===== src/rtl/tukey_pkg.sv =====
package tukey_pkg;

  localparam int SAMPLE_W  = 8;
  localparam int ACC_W     = 9;
  localparam int KERN_TAPS = 5;
  localparam int N_STAGES  = 4;
  localparam int TRIG_W    = $clog2((1 << (KERN_TAPS - 1)) + 1);

  // Binomial coefficient n choose k, for kernel weights.
  function automatic int choose(input int n, input int k);
    int r;
    r = 1;
    for (int i = 0; i < k; i++) begin
      r = r * (n - i) / (i + 1);
    end
    return r;
  endfunction

  // Delay of each delay-and-add stage: 2, 2, 4, 8.
  function automatic int stage_delay(input int s);
    return (s < 2) ? 2 : (4 << (s - 2));
  endfunction

  // Largest value a stage output can hold (kernel sum doubles per stage).
  function automatic int stage_max(input int s);
    return (1 << (KERN_TAPS - 1)) << (s + 1);
  endfunction

  // Total window length.
  function automatic int window_taps();
    int t;
    t = KERN_TAPS;
    for (int s = 0; s < N_STAGES; s++) begin
      t = t + stage_delay(s);
    end
    return t;
  endfunction

  // Clamp the unsaturated sum to the sample width.
  function automatic logic [SAMPLE_W-1:0] clamp_sample(input logic [ACC_W-1:0] v);
    logic [ACC_W-1:0] lim;
    lim = ACC_W'((1 << SAMPLE_W) - 1);
    return (v > lim) ? lim[SAMPLE_W-1:0] : v[SAMPLE_W-1:0];
  endfunction

endpackage


===== src/rtl/binomial_kernel.sv =====
module binomial_kernel
  import tukey_pkg::*;
#(
  parameter int TAPS = KERN_TAPS,
  parameter int W    = ACC_W
) (
  input  logic         clk,
  input  logic         rst_n,
  input  logic         bit_i,
  output logic [W-1:0] sum_o
);

  localparam int PEAK = 1 << (TAPS - 1);

  logic [TAPS-1:0] sr_q;
  logic [W-1:0]    acc;
  logic [W-1:0]    sum_q;
  logic            all_ones;

  always_comb begin
    acc = '0;
    for (int i = 0; i < TAPS; i++) begin
      acc = acc + (sr_q[i] ? W'(choose(TAPS - 1, i)) : '0);
    end
  end

  assign all_ones = &sr_q;

  always_ff @(posedge clk or negedge rst_n) begin
    if (!rst_n) begin
      sr_q  <= '0;
      sum_q <= '0;
    end else begin
      sr_q  <= {sr_q[TAPS-2:0], bit_i};
      sum_q <= acc;
    end
  end

  assign sum_o = sum_q;

  AST_TRIG_FULL: assert property (@(posedge clk) disable iff (!rst_n)
    all_ones |=> (int'(sum_q) == PEAK));
  AST_TRIG_MAX: assert property (@(posedge clk) disable iff (!rst_n)
    int'(sum_q) <= PEAK);

endmodule


===== src/rtl/delay_add_stage.sv =====
module delay_add_stage #(
  parameter int W    = 9,
  parameter int DLY  = 2,
  parameter int MAXV = 32
) (
  input  logic         clk,
  input  logic         rst_n,
  input  logic [W-1:0] in_i,
  output logic [W-1:0] out_o
);

  logic [W-1:0] line_q [DLY];
  logic [W-1:0] out_q;
  logic [W-1:0] tap_old;

  assign tap_old = line_q[DLY-1];

  always_ff @(posedge clk or negedge rst_n) begin
    if (!rst_n) begin
      for (int i = 0; i < DLY; i++) begin
        line_q[i] <= '0;
      end
      out_q <= '0;
    end else begin
      for (int i = DLY - 1; i > 0; i--) begin
        line_q[i] <= line_q[i-1];
      end
      line_q[0] <= in_i;
      out_q     <= in_i + tap_old;
    end
  end

  assign out_o = out_q;

  AST_STAGE_BOUND: assert property (@(posedge clk) disable iff (!rst_n)
    int'(out_q) <= MAXV);

endmodule


===== src/rtl/sat_output.sv =====
module sat_output
  import tukey_pkg::*;
(
  input  logic                clk,
  input  logic                rst_n,
  input  logic [ACC_W-1:0]    sum_i,
  output logic [SAMPLE_W-1:0] sample_o
);

  logic [SAMPLE_W-1:0] sample_q;

  always_ff @(posedge clk or negedge rst_n) begin
    if (!rst_n) sample_q <= '0;
    else        sample_q <= clamp_sample(sum_i);
  end

  assign sample_o = sample_q;

endmodule


===== src/rtl/tukey_window_filter.sv =====
module tukey_window_filter
  import tukey_pkg::*;
(
  input  logic                clk,
  input  logic                rst_n,
  input  logic                bit_i,
  output logic [SAMPLE_W-1:0] sample_o,
  output logic [TRIG_W-1:0]   trig_o,
  output logic                valid_o
);

  localparam int WIN  = window_taps();
  localparam int FILL = WIN + N_STAGES + 2;
  localparam int CW   = $clog2(FILL + 1);
  localparam logic [ACC_W-1:0] FULL_SUM = ACC_W'(stage_max(N_STAGES - 1));

  logic [ACC_W-1:0] stage_w [N_STAGES+1];
  logic [CW-1:0]    fill_q;
  logic             win_full;

  binomial_kernel #(.TAPS(KERN_TAPS), .W(ACC_W)) u_kernel (
    .clk  (clk),
    .rst_n(rst_n),
    .bit_i(bit_i),
    .sum_o(stage_w[0])
  );

  generate
    for (genvar s = 0; s < N_STAGES; s++) begin : g_stage
      delay_add_stage #(
        .W   (ACC_W),
        .DLY (stage_delay(s)),
        .MAXV(stage_max(s))
      ) u_stage (
        .clk  (clk),
        .rst_n(rst_n),
        .in_i (stage_w[s]),
        .out_o(stage_w[s+1])
      );
    end
  endgenerate

  sat_output u_sat (
    .clk     (clk),
    .rst_n   (rst_n),
    .sum_i   (stage_w[N_STAGES]),
    .sample_o(sample_o)
  );

  always_ff @(posedge clk or negedge rst_n) begin
    if (!rst_n)                   fill_q <= '0;
    else if (fill_q != CW'(FILL)) fill_q <= fill_q + 1'b1;
  end

  assign win_full = (fill_q == CW'(FILL));
  assign valid_o  = win_full;
  assign trig_o   = stage_w[0][TRIG_W-1:0];

  AST_SAT_CLAMP: assert property (@(posedge clk) disable iff (!rst_n)
    (stage_w[N_STAGES] == FULL_SUM) |=> (sample_o == '1));
  AST_VALID_HOLD: assert property (@(posedge clk) disable iff (!rst_n)
    valid_o |=> valid_o);
  AST_ZERO_PASS: assert property (@(posedge clk) disable iff (!rst_n)
    (stage_w[N_STAGES] == '0) |=> (sample_o == '0));

endmodule


===== config.mk =====
export PLATFORM = sky130hd
export DESIGN_NAME = tukey_window_filter
export DESIGN_NICKNAME = d
export VERILOG_FILES = /design/src/rtl/tukey_pkg.sv /design/src/rtl/binomial_kernel.sv /design/src/rtl/delay_add_stage.sv /design/src/rtl/sat_output.sv /design/src/rtl/tukey_window_filter.sv
export SDC_FILE = /design/constraint.sdc
export NUM_CORES = 1
export LEC_CHECK = 0
export BUFFER_PORTS_ARGS = -buffer_cell sky130_fd_sc_hd__clkbuf_2
export CAP_MARGIN = 10
export CORE_ASPECT_RATIO = 1.5
export CORE_UTILIZATION = 60
export DETAILED_ROUTE_END_ITERATION = 6
export PLACE_DENSITY = 0.75
export SLEW_MARGIN = 20
export SYNTH_ARGS = -nofsm -noshare
export SYNTH_HDL_FRONTEND = slang
export SYNTH_HIERARCHICAL = 1
export SYNTH_SLANG_ARGS = --single-unit

===== constraint.sdc =====
create_clock -name clk -period 3.4 [get_ports clk]
set_input_delay 0.17 -clock clk [delete_from_list [all_inputs] [get_ports clk]]
set_output_delay 0.17 -clock clk [all_outputs]
set_load 0.02 [all_outputs]

==> results of run 1 <==
layer usage:
layer	GRT usage, %	wire, um	up-vias
li1	-	-	1429
met1	21.4	3810	1618
met2	32.6	5290	60
met3	3.82	349	23
met4	7.08	282	0
met5	0	0	-
layout make-up:
| type | count | area (sq um) |
|---|---|---|
| Clock buffer | 25 | 508 |
| Multi-Input combinational cell | 190 | 1620 |
| Timing Repair Buffer | 20 | 136 |
| Fill cell | 722 | 3340 |
| Tap cell | 147 | 184 |
| Inverter | 5 | 18.8 |
| Sequential cell | 203 | 5080 |
| Clock inverter | 7 | 114 |
placed cells by master, fill, tap and decap left out, types with 5 or more instances in the layout:
master,instances
a21oi_1,16
o21ai_0,9
dfrtp_1,203
clkbuf_2,15
fa_1,5
nand2_1,16
or2_1,8
xnor2_1,22
xor2_1,10
clkbuf_1,5
nor3_1,8
ha_1,36
clkbuf_16,19
inv_1,5
nand3_1,6
logic make-up after synthesis:
logic type / Yosys count
adders and majority gates: 41
and+or+nand+nor: 51
other: 1
DFF: 203
muxes: 5
AOI/OAI and AO/OA: 57
xor gates and xnor gates: 32
buffers and inverters: 9
state kept, by name, indices dropped and copies added (netlist names):
signal                   count
fill_q                       5
g_stage.u_stage/line_q     108
g_stage.u_stage/out_o       36
g_stage.u_stage/tap_old     36
u_kernel/sr_q                5
u_kernel/sum_o               5
u_sat/sample_o               8
path summary, 6_finish.rpt:
kind                                          startpoint                             to  slack, ns  cells past startpoint
min reg2reg                g_stage[3].u_stage/line_q[29]  g_stage[3].u_stage/line_q[20]       0.34                      0
max                          g_stage[0].u_stage/out_o[0]    g_stage[1].u_stage/out_o[6]       1.40                      6
max in group asynchronous                          rst_n    g_stage[1].u_stage/out_o[6]       2.14                      3
min                        g_stage[3].u_stage/line_q[29]  g_stage[3].u_stage/line_q[20]       0.34                      0
max reg2reg                  g_stage[0].u_stage/out_o[0]    g_stage[1].u_stage/out_o[6]       1.40                      6
min in group asynchronous                          rst_n  g_stage[3].u_stage/tap_old[2]       0.35                      2
power groups by stage:
| stage | Sequential [mW] | Clock (mW) | Combinational [mW] |
|---|---|---|---|
| 2_1_floorplan | 3.77 | 0 | 1.48 |
| 3_3_place_gp | 3.83 | 0 | 1.86 |
| 3_5_place_dp | 3.86 | 0 | 1.97 |
| 4_1_cts | 3.86 | 2.17 | 2.00 |
| 5_1_grt | 3.94 | 2.26 | 2.22 |
| 6_report | 3.83 | 2.10 | 1.99 |
stage by stage:
stage                     worst slack, ns  cell area (sq um)  power [mW]  util [%]
after floorplan                      1.48               6740        5.25         -
after global placement               1.47               7010        5.68      63.8
after detailed placement             1.43               7010        5.83      63.8
after CTS                            1.41               7660        8.04      69.6
after global routing                 1.31               7660        8.42      69.6
final                                1.40               7660        7.92      69.6
timing repair:
| item | 4_1_cts | 5_1_grt |
|---|---|---|
| hold buffers | 2 | 0 |
| setup endpoints to repair | 0 | 0 |
| setup buffers | 0 | 0 |
| gates resized for setup | 0 | 0 |
| hold endpoints to repair | 106 | 0 |
==> results.yml, run 1 <==
status:
  status: "finished clean"
timing:
  slew_headroom_pct: 46.6
  slew_violations: 0
  max_freq_ghz: 0.501
  hold_ws_ns: 0.343
  finalHoldViolCount: 0
  finClkSkew_ns: 0.00718
  rsz0062_at_grt: "false"
  worst_pin_slew_ns: 0.802
  setup_tns_ns: 0
  finalCritPeriodShare_pct: 58.7
  setup_viol: 0
  min_period_ns: 2.00
placed_design:
  place_hpwl_um: 6150
  placedCellCount: 563
  gp_congestion: 0.723
  io_buffer_count: 16
grt:
  antenna_found_initial: 0
  grt_pass1_vias: 3481
  grtUsageTotal_pct: 18.4
  grt_max_degree: 108
  grt_pass1_wl_um: 16200
  grt_overflow: 0
pwr:
  leakage_nw: 3.49
  ir_drop_mv: 0.543
  powerDensity_mw_per_mm2: 1030
  p_seq_share_pct: 48.3
  switching_share_pct: 29.4
  p_sw_mw: 2.33
  p_int_mw: 5.59
  p_clk_share_pct: 26.5
  comb_power_share_pct: 25.1
setup_path:
  cp_data_required_time_ns: 3.74
  cp_slowest_cell: "fa_1"
  path_cells: "ha_1 -> fa_1 -> a21o_2 -> a21oi_2 -> o21ai_0 -> xor2_1"
  max_stage_delay_ns: 0.41
  endpoint_kind: "flip-flop"
  cp.buffers_inverters: 0
  worstPathMaxFanout: 3
  critical-path-top-delay-family: "adder cells"
  path_class: "reg2reg"
  cp.arrival_ns: 2.34
  cp-start-kind: "flip-flop"
detailed_routing:
  dr.pass1.iters: 4
  wl_per_cell_um: 16.3
  detail-route-antenna-nets: 0
  vias: 3130
  routed_wl_um: 9740
  drc: 0
  via_per_inst: 5.24
  drtIter0Drc: 112
floorplanning:
  die_height_um: 132
  die_area_sq_mm: 0.0117
  initial_core_util_pct: 61.2
  core_sq_mm: 0.0110
  die_w_um: 88.5
  design.portCount: 17
  rows: 47
synthesis:
  synth.largest_area_cell: "dfrtp_1"
  synth_most_common_cell: "dfrtp_1"
  synth-edff-count: 0
  synth-compound-area-share_pct: 6.24
  synthArstFlopShare_pct: 100
  synth-seq-cells: 203
  synth_top_area_share_pct: 75.5
  synthXorXnorAreaFrac_pct: 4.16
  synth_mux_area_share_pct: 0.818
  postSynthAreaPerCell_sq_um: 16.9
  synth_top_cells_by_count: "203 x dfrtp_1, 36 x ha_1, 22 x xnor2_1"
  synth_top_family_by_area: "adder cells"
  yosys.area_share.adder_pct: 8.18
  synth_area_leaders: "dfrtp_1 75%, ha_1 6.7%, xnor2_1 2.9%"
  synth_cell_type_count: 30
  syn_area_sq_mm: 0.00673
  synth_flop_cell: "dfrtp_1"
  yosysSeqAreaShare_pct: 75.5
  ys_warn_count: 6
  yosys.area_share.simple_pct: 4.37
  synth_cells: 399
finish:
  layout.nets: 483
  areaGrowthSynthToFinish_pct: 13.7
  antenna_cells: 0
  drive_gt1_share_pct: 14.0
  fin_cells: 597
cts:
  cts-root-buf: "clkbuf_16"
  cts_made_buffers: 19
  cts.path.max_buffers: 3
  clk_latency_ns: 0.48
  cts_tree: "built"
  clk_pin_slew_ns: 0.06
  cts_htree_levels: 1
  clock_sinks: 203
flow_run:
  cap_violations: 0
min_path:
  hold_path.class: "reg2reg"
Power figures use the tool's default switching activity.
==> run 2, diff against run 1 <==
Settings changed: CORE_UTILIZATION 60 to 56, PLACE_DENSITY 0.75 to 0.73.
Clock period 3.4 ns to 1.7 ns, I/O delays scaled along.
==> run 2 against run 1 <==
The run now ends with negative setup slack left; clock power is 120% higher; sequential power is 100% higher; count of clock-buffer cells in the layout is 3 lower; critical endpoint is now g_stage[2].u_stage/out_o[8]; register-to-register slack worse by 1.4 ns; highest routed layer unchanged; critical path depth stayed put; clock skew is 0.0010 ns lower; global-route usage is 0.090 points lower; largest power group unchanged.
==> results.yml, run 2 (synthesis gave the netlist of run 1 again) <==
status:
  status: "complete, but fails checks"
  violations: "negative setup slack"
finish:
  largest_reg_flops: 108
  fin_cells: 621
  seqCellArea_sq_mm: 0.00508
  drive_gt1_share_pct: 23.4
  final_common_cell: "dfrtp_1"
  fin_util_pct: 69.6
  final_cell_mix: "202 x dfrtp_1, 30 x ha_1, 21 x xnor2_1"
  multi_input_area_sq_mm: 0.00179
  antenna_cells: 0
  layout.nets: 503
  fin_area_sq_mm: 0.00807
  regMostFlops: "g_stage.u_stage/line_q"
  areaGrowthSynthToFinish_pct: 19.9
  num-fill-cells: 726
grt:
  grt_max_degree: 53
  met2_usage_pct: 33.5
  antenna_found_initial: 0
  grtUsageTotal_pct: 18.3
  grt_overflow: 0
  grt_pass1_wl_um: 17500
  gr-max-usage-layer: "met2"
  grt_use_met3_pct: 3.13
  grt_use_met1_pct: 21.5
  grt_pass1_vias: 3641
setup_path:
  path_class: "reg2reg"
  endpoint_kind: "flip-flop"
  max_stage_delay_ns: 0.42
  critical-path-top-delay-family: "adder cells"
  cp-start-kind: "flip-flop"
  cp_data_required_time_ns: 2.05
  worstPathMaxFanout: 3
  cp_slowest_cell: "dfrtp_1"
  path_cells: "ha_4 -> fa_2 -> a21o_4 -> a21oi_4 -> o31ai_2 -> xnor2_1"
  cp.arrival_ns: 2.07
  cp.buffers_inverters: 0
timing:
  setup_viol: 2
  finalHoldViolCount: 0
  min_period_ns: 1.72
  finalCritPeriodShare_pct: 101
  rsz0062_at_grt: "true"
  hold_ws_ns: 0.121
  max_freq_ghz: 0.583
  finClkSkew_ns: 0.00613
  post-route-worst-setup-slack_ns: -0.0155
  slew_violations: 0
detailed_routing:
  detail-route-antenna-nets: 0
  drtIter0Drc: 81
  via_per_inst: 5.15
  vias: 3196
  dr.pass1.iters: 4
  drc: 0
  routed_wl_um: 9970
  wl_per_cell_um: 16.0
cts:
  cts.path.max_buffers: 3
  cts_made_buffers: 18
  cts_tree: "built"
  cts_htree_levels: 1
  cts-root-buf: "clkbuf_16"
  clk_pin_slew_ns: 0.07
  clk_latency_ns: 0.47
  clock_sinks: 203
placed_design:
  gp_congestion: 0.782
  pre_cts_slack_ns: -0.0672
  placedCellCount: 584
  place_hpwl_um: 6460
  place_area_sq_mm: 0.00723
  io_buffer_count: 16
floorplanning:
  design.portCount: 17
  die_height_um: 136
  die_area_sq_mm: 0.0125
  core_sq_mm: 0.0116
  die_w_um: 91.5
  rows: 48
  initial_core_util_pct: 58.1
pwr:
  leakage_nw: 3.64
  powerDensity_mw_per_mm2: 2100
  ir_drop_mv: 1.18
min_path:
  hold_path.class: "in2async"
flow_run:
  cap_violations: 0
## run 2: cell types whose count changed in the layout (fill, tap and decap cells not counted), sizes merged
cell,before,now
clkinv,3,4
clkbuf,41,38
bufinv,3,5
buf,2,23
## run 2: power breakdown
| group | total (mW) | internal (mW) | leakage [nW] | switching (mW) |
|---|---|---|---|---|
| clock | 4.55 | 2.89 | 0.341 | 1.66 |
| sequential | 7.67 | 6.85 | 2.35 | 0.812 |
| combinational | 4.75 | 2.24 | 0.951 | 2.51 |
## run 2: worst paths after layout
kind | from | end | slack (ns) | depth (start not counted)
max | g_stage[1].u_stage/out_o[0] | g_stage[2].u_stage/out_o[8] | -0.02 | 6
min | rst_n | g_stage[3].u_stage/line_q[18] | 0.12 | 2
max reg2reg | g_stage[1].u_stage/out_o[0] | g_stage[2].u_stage/out_o[8] | -0.02 | 6
min reg2reg | g_stage[2].u_stage/line_q[30] | g_stage[2].u_stage/line_q[21] | 0.34 | 0
max in group asynchronous | rst_n | g_stage[3].u_stage/line_q[61] | 0.98 | 3
min in group clk | bit_i | u_kernel/sr_q[0] | 0.27 | 2
## run 2: what timing repair did
action | CTS | global route
gates resized for setup | 5 | 21
hold buffers | 2 | 0
cloned | 0 | 0
buffers inserted | 1 | 2
pin swaps | 2 | 11
setup endpoints to repair | 7 | 17
hold endpoints to repair | 204 | 0
## run 2: area by class of cell
cell class                      count  area share [%]
Inverter                            5           0.233
Tap cell                          150            2.33
Clock buffer                       22            6.28
Clock inverter                     10            2.22
Multi-Input combinational cell    190            22.2
Timing Repair Buffer               41            3.84
Sequential cell                   203            63.0
## run 2: routing by layer
layer,vias up,wire (um)
li1,1469,-
met4,0,192
met3,16,329
met1,1668,3940
met5,-,0
met2,43,5510
## run 2: through the flow
stage               power, mW  setup TNS, ns
floorplan                10.6              0
global placement         11.8              0
detailed placement       12.1         -0.167
CTS                      16.9        -0.0929
global route             18.0         -0.439
finish                   17.0        -0.0223
